===== src/rtl/pce_pkg.sv =====
package pce_pkg;
  typedef enum logic [1:0] {PH_IDLE, PH_SWEEP, PH_WAIT} phase_t;

  // offset step inside one row of span entries
  function automatic int unsigned ofs_step(input int unsigned ofs, input int unsigned span);
    return (ofs + 1 >= span) ? 0 : ofs + 1;
  endfunction
endpackage


===== src/rtl/pce_page_latch.sv =====
module pce_page_latch #(
  parameter int PAGE_BYTES = 64,
  localparam int OFS_W = $clog2(PAGE_BYTES)
) (
  input  logic             clk,
  input  logic             rst_n,
  input  logic             wr_en,
  input  logic [OFS_W-1:0] wr_idx,
  input  logic [7:0]       wr_data,
  input  logic             clr,
  input  logic [OFS_W-1:0] rd_idx,
  output logic [7:0]       rd_data,
  output logic             rd_valid,
  output logic             any_valid
);
  logic [PAGE_BYTES-1:0] mask_q;
  logic [7:0]            data_q [PAGE_BYTES];

  for (genvar g = 0; g < PAGE_BYTES; g++) begin : g_entry
    always_ff @(posedge clk) begin
      if (wr_en && wr_idx == OFS_W'(g)) data_q[g] <= wr_data;
    end
    always_ff @(posedge clk or negedge rst_n) begin
      if (!rst_n)                            mask_q[g] <= 1'b0;
      else if (clr)                          mask_q[g] <= 1'b0;
      else if (wr_en && wr_idx == OFS_W'(g)) mask_q[g] <= 1'b1;
    end
  end

  assign rd_data   = data_q[rd_idx];
  assign rd_valid  = mask_q[rd_idx];
  assign any_valid = |mask_q;
endmodule


===== src/rtl/pce_commit_seq.sv =====
module pce_commit_seq
  import pce_pkg::*;
#(
  parameter int PAGE_BYTES   = 64,
  parameter int WRITE_CYCLES = 250000,
  localparam int OFS_W = $clog2(PAGE_BYTES),
  localparam int CNT_W = $clog2(WRITE_CYCLES + 1)
) (
  input  logic             clk,
  input  logic             rst_n,
  input  logic             go,
  output logic             busy,
  output logic             sweep_en,
  output logic [OFS_W-1:0] sweep_idx,
  output logic             sweep_last,
  output logic             wait_done
);
  localparam logic [OFS_W-1:0] LAST_IDX = OFS_W'(PAGE_BYTES - 1);
  localparam logic [CNT_W-1:0] CNT_INIT = CNT_W'(WRITE_CYCLES - 1);

  phase_t           phase_q;
  logic [OFS_W-1:0] idx_q;
  logic [CNT_W-1:0] cnt_q;

  always_ff @(posedge clk or negedge rst_n) begin
    if (!rst_n) begin
      phase_q <= PH_IDLE;
      idx_q   <= '0;
      cnt_q   <= '0;
    end else begin
      unique case (phase_q)
        PH_IDLE: if (go) begin
          phase_q <= PH_SWEEP;
          idx_q   <= '0;
        end
        PH_SWEEP: if (idx_q == LAST_IDX) begin
          phase_q <= PH_WAIT;
          cnt_q   <= CNT_INIT;
        end else begin
          idx_q <= OFS_W'(ofs_step(int'(idx_q), PAGE_BYTES));
        end
        PH_WAIT: if (cnt_q == '0) phase_q <= PH_IDLE;
                 else             cnt_q   <= cnt_q - 1'b1;
        default: phase_q <= PH_IDLE;
      endcase
    end
  end

  assign busy       = (phase_q != PH_IDLE);
  assign sweep_en   = (phase_q == PH_SWEEP);
  assign sweep_idx  = idx_q;
  assign sweep_last = sweep_en && (idx_q == LAST_IDX);
  assign wait_done  = (phase_q == PH_WAIT) && (cnt_q == '0);
endmodule


===== src/rtl/page_commit_engine.sv =====
module page_commit_engine
  import pce_pkg::*;
#(
  parameter int ADDR_W       = 15,
  parameter int PAGE_BYTES   = 64,
  parameter int WRITE_CYCLES = 250000,
  localparam int OFS_W = $clog2(PAGE_BYTES),
  localparam int ROW_W = ADDR_W - OFS_W
) (
  input  logic              clk,
  input  logic              rst_n,
  input  logic              addr_load,
  input  logic [ADDR_W-1:0] addr_in,
  input  logic              byte_valid,
  input  logic [7:0]        byte_data,
  input  logic              wr_inhibit,
  input  logic              commit_req,
  input  logic              abort,
  output logic              byte_ack,
  output logic              busy,
  output logic              ram_we,
  output logic [ADDR_W-1:0] ram_addr,
  output logic [7:0]        ram_wdata
);
  // named internal events, observed by the bound checker
  logic             accept_byte;
  logic             blocked_byte;
  logic             commit_go;
  logic             discard;
  logic             latch_clr;
  logic             any_valid;
  logic             rd_valid;
  logic [7:0]       rd_data;
  logic             sweep_en;
  logic             sweep_last;
  logic             wait_done;
  logic [OFS_W-1:0] sweep_idx;

  logic [ROW_W-1:0] row_q;
  logic [OFS_W-1:0] ofs_q;
  logic             poison_q;

  assign accept_byte  = byte_valid && !busy && !wr_inhibit;
  assign blocked_byte = byte_valid && !busy &&  wr_inhibit;
  assign commit_go    = commit_req && !busy && any_valid && !poison_q;
  assign discard      = !busy && (abort || (commit_req && !commit_go));
  assign latch_clr    = discard || sweep_last;

  always_ff @(posedge clk or negedge rst_n) begin
    if (!rst_n) begin
      row_q    <= '0;
      ofs_q    <= '0;
      poison_q <= 1'b0;
    end else begin
      if (!busy && addr_load) begin
        row_q <= addr_in[ADDR_W-1:OFS_W];
        ofs_q <= addr_in[OFS_W-1:0];
      end else if (accept_byte) begin
        ofs_q <= OFS_W'(ofs_step(int'(ofs_q), PAGE_BYTES));
      end
      if (discard || commit_go) poison_q <= 1'b0;
      else if (blocked_byte)    poison_q <= 1'b1;
    end
  end

  pce_page_latch #(.PAGE_BYTES(PAGE_BYTES)) u_latch (
    .clk       (clk),
    .rst_n     (rst_n),
    .wr_en     (accept_byte),
    .wr_idx    (ofs_q),
    .wr_data   (byte_data),
    .clr       (latch_clr),
    .rd_idx    (sweep_idx),
    .rd_data   (rd_data),
    .rd_valid  (rd_valid),
    .any_valid (any_valid)
  );

  pce_commit_seq #(.PAGE_BYTES(PAGE_BYTES), .WRITE_CYCLES(WRITE_CYCLES)) u_seq (
    .clk        (clk),
    .rst_n      (rst_n),
    .go         (commit_go),
    .busy       (busy),
    .sweep_en   (sweep_en),
    .sweep_idx  (sweep_idx),
    .sweep_last (sweep_last),
    .wait_done  (wait_done)
  );

  assign byte_ack  = accept_byte;
  assign ram_we    = sweep_en && rd_valid;
  assign ram_addr  = {row_q, sweep_idx};
  assign ram_wdata = rd_data;
endmodule


===== config.mk =====
export PLATFORM = sky130hd
export DESIGN_NAME = page_commit_engine
export DESIGN_NICKNAME = d
export VERILOG_FILES = /design/src/rtl/pce_pkg.sv /design/src/rtl/pce_page_latch.sv /design/src/rtl/pce_commit_seq.sv /design/src/rtl/page_commit_engine.sv
export SDC_FILE = /design/constraint.sdc
export NUM_CORES = 1
export LEC_CHECK = 0
export BUFFER_PORTS_ARGS = -buffer_cell sky130_fd_sc_hd__buf_2
export CAP_MARGIN = 20
export CORE_MARGIN = 8
export CORE_UTILIZATION = 47
export DETAILED_ROUTE_END_ITERATION = 16
export HOLD_SLACK_MARGIN = 0.03
export PLACE_DENSITY = 0.63
export SETUP_SLACK_MARGIN = 0.5
export SLEW_MARGIN = 25
export SYNTH_ARGS = -nofsm -noshare
export SYNTH_HDL_FRONTEND = slang
export SYNTH_SLANG_ARGS = --single-unit

===== constraint.sdc =====
create_clock -name clk -period 3.3 [get_ports clk]
set_input_delay 0.66 -clock clk [delete_from_list [all_inputs] [get_ports clk]]
set_output_delay 0.66 -clock clk [all_outputs]
set_load 0.02 [all_outputs]

==> results.ini <==
[power_and_ir_drop]
p_switching_mw=3.07
cellLeakagePower_nw=10.9
comb_power_share_pct=1.0
internal_power_mw=12.8
powerDensity_nw_per_um2=538
ir_drop_v=0.000450
power_frac_seq_pct=53.2
power_frac_clock_pct=45.8
swShare_pct=19.3

[final_layout]
final_common_cell=edfxtp_1
stdcell_count=2293
nets=1591
area_growth_syn_to_layout_pct=19.0
final_cell_mix=512 x edfxtp_1, 214 x nor2_1, 154 x mux4_2
drive_above_1_share_pct=32.1
fin_area_um2=29600
num-fill-cells=3985

[logic_synthesis]
synthAdderAreaFrac_pct=0.302
synth_edf_count=512
synthMuxAreaShare_pct=16.9
syn_avg_cell_area_um2=18.2
synth_nets=1399
synth-warning-count=0
ys_seq_area_share_pct=72.5
synth_top_family_by_area=multiplexers
yosys-top-cells-area=edfxtp_1 62%, mux4_2 14%, dfrtp_1 11%
yosys.area_share.simple_pct=6.43
ys_types=55
synth_compound_area_share_pct=2.07
netlist_area_um2=24900
synth-seq-cells=618
synth-xor-area-share_pct=0.282
synth_top_area_cell=edfxtp_1
synthArstFlopShare_pct=17.2
synth_top_area_share_pct=61.9
synth_cells=1363
synth_ff_type=edfxtp_1

[critical_path]
cpMostUsedCell=buf_12
critPathRequiredTime_ns=2.64
crit_type=reg2out
crit_slowest_cell=dfrtp_4
worstPathArrival_ns=3.08
cp_num_buf_inv=4
slowest_delay_ns=0.49
cp_max_fo=7
setup.worst_path.end_class=output pin
path_cells=buf_12, buf_12, bufbuf_16, mux4_2, mux2i_2, mux2_4, o22ai_1, a221o_1, buf_2
worstSetupStartpointType=flop
path_delay_family=buffers and inverters

[clock_network]
cts_buffer_depth=3
clk_pin_slew_worst_paths_ns=0.06
clock_latency_ns=0.64
cts.sinks=618
htree_num_levels=2
cts_tree=done
cts_made_buffers=60
cts_hold_buf=0
cts_root_buffer=clkbuf_16

[die]
io_pins=56
die_area_um2=60500
die_y_um=246
num_rows=84
fp.coreArea_um2=52400
start_util_pct=47.4
die_x_um=246

[hold_path]
min_path_type=in2async

[route]
vias=13385
drtIter0Drc=1437
postRouteAntennaNets=0
totalWireLength_mm=60.3
drc_errors=0
dr.pass1.iters=5
wl_per_cell_um=26.3
vias_per_cell=5.84

[global_route]
grt_pass1_wl_mm=89.5
grt-ovfl-total=0
grt_util_all_layers_pct=19.9
grt_pass1_vias=13836
grt_max_degree=65
antenna_found_initial=3

[run]
maxCapViolations=0

[timing]
fin_skew_ns=0.0448
worstMarginPinSlew_ns=0.915
holdWs_ns=0.0625
rsz0062_at_grt=true
max-slew-margin-rel_pct=39.0
fmax_mhz=267
finalSetupViolCount=9
period_needed_ns=3.74
maxSlewViolCount=0
setup_slack_ns=-0.441
final_hold_viol_count=0
min_period_over_period_pct=113

[placed_design]
dp_cells=2155
io_buffers=55
gp_congestion=0.861
dp_hpwl_mm=37.8
place_area_um2=26800

[outcome]
status=finished, violations left
failed_checks=setup timing

power groups by stage:
stage,clock network [mW],registers (mW),logic (mW)
2_1_floorplan,0,8.62,0.00414
3_3_place_gp,0,8.62,0.163
3_5_place_dp,0,8.62,0.170
4_1_cts,7.42,8.45,0.170
5_1_grt,7.70,8.45,0.184
6_report,7.28,8.45,0.166
timing repair:
action / 4_1_cts / 5_1_grt
resized for setup: 41 / 19
pin swaps: 2 / 3
cloned: 5 / 1
buffers inserted: 15 / 5
endpoints found under the setup margin: 30 / 30
cell usage after synthesis, types with 12 or more instances:
cell type / n
a21oi_1: 13
buf_1: 12
buf_2: 30
clkbuf_1: 26
dfrtp_1: 106
edfxtp_1: 512
mux2_2: 23
mux2i_1: 48
mux4_2: 154
nand2_1: 29
nand3_1: 12
nand4_1: 21
nor2_1: 214
nor2b_1: 12
nor4_1: 18
o21ai_0: 17
routing by layer:
layer | vias up | part of all wire [%] | track usage, %
li1 | 5802 | - | -
met5 | - | 0.018 | 0
met1 | 6970 | 42 | 27.3
met4 | 2 | 3.3 | 7.39
met3 | 116 | 7.3 | 4.15
met2 | 495 | 48 | 31.3
final timing paths:
check,start,endpoint,slack [ns],depth (start not counted)
hold reg to reg,u_seq.cnt_q[5],u_seq.cnt_q[5],0.48,1
setup reg to reg,u_seq.phase_q[0],u_latch.data_q[10][6],0.64,6
setup / recovery,u_seq.sweep_idx[1],ram_wdata[1],-0.44,9
max in group asynchronous,rst_n,ofs_q[5],2.49,2
hold / removal,rst_n,u_seq.cnt_q[6],0.06,1
min in group clk,addr_in[1],ofs_q[1],0.24,3
kinds of logic (layout without fill, tap and decap cells):
group                      Yosys count  in the layout
and+or+nand+nor                    348            348
buffers and inverters               82            322
xor gates and xnor gates             8              8
other                                0              2
DFF                                618            618
adders and majority gates            6              6
muxes                              225            225
AOI/OAI and AO/OA                   76             76
metrics by stage:
stage / TNS, ns / power [mW] / util [%] / setup WS (ns)
floorplan: 0 / 8.62 / - / 0.410
global placement: 0 / 8.78 / 51.1 / 0.109
detailed placement: 0 / 8.79 / 51.1 / 0.113
CTS: -3.66 / 16.0 / 56.1 / -0.439
global route: -3.99 / 16.3 / 56.4 / -0.469
finish: -3.46 / 15.9 / 56.4 / -0.441
flip-flops by register name (all words and copies together) (netlist names):
name and cells:
u_latch.data_q 512, u_latch.mask_q 64, u_seq.cnt_q 18, row_q 9, ofs_q 6, u_seq.sweep_idx 6
u_seq.phase_q 2, poison_q 1
worst reg2reg max path: cells and delay by family, from the launching register on:
family,cells,cell delay [ns]
buf+inv,3,0.55
flops,1,0.46
simple gates,3,1.31
area by class of cell:
| class | instances | area [um2] | area share, % |
|---|---|---|---|
| Timing Repair Buffer | 202 | 1850 | 6.25 |
| Clock buffer | 66 | 1520 | 5.15 |
| Sequential cell | 618 | 18000 | 61.0 |
| Antenna cell | 2 | 5.00 | 0.0169 |
| Inverter | 10 | 41.3 | 0.140 |
| Tap cell | 688 | 861 | 2.91 |
| Multi-Input combinational cell | 663 | 6660 | 22.5 |
| Clock inverter | 44 | 584 | 1.98 |
No activity file was read; power rests on OpenSTA's default activity.
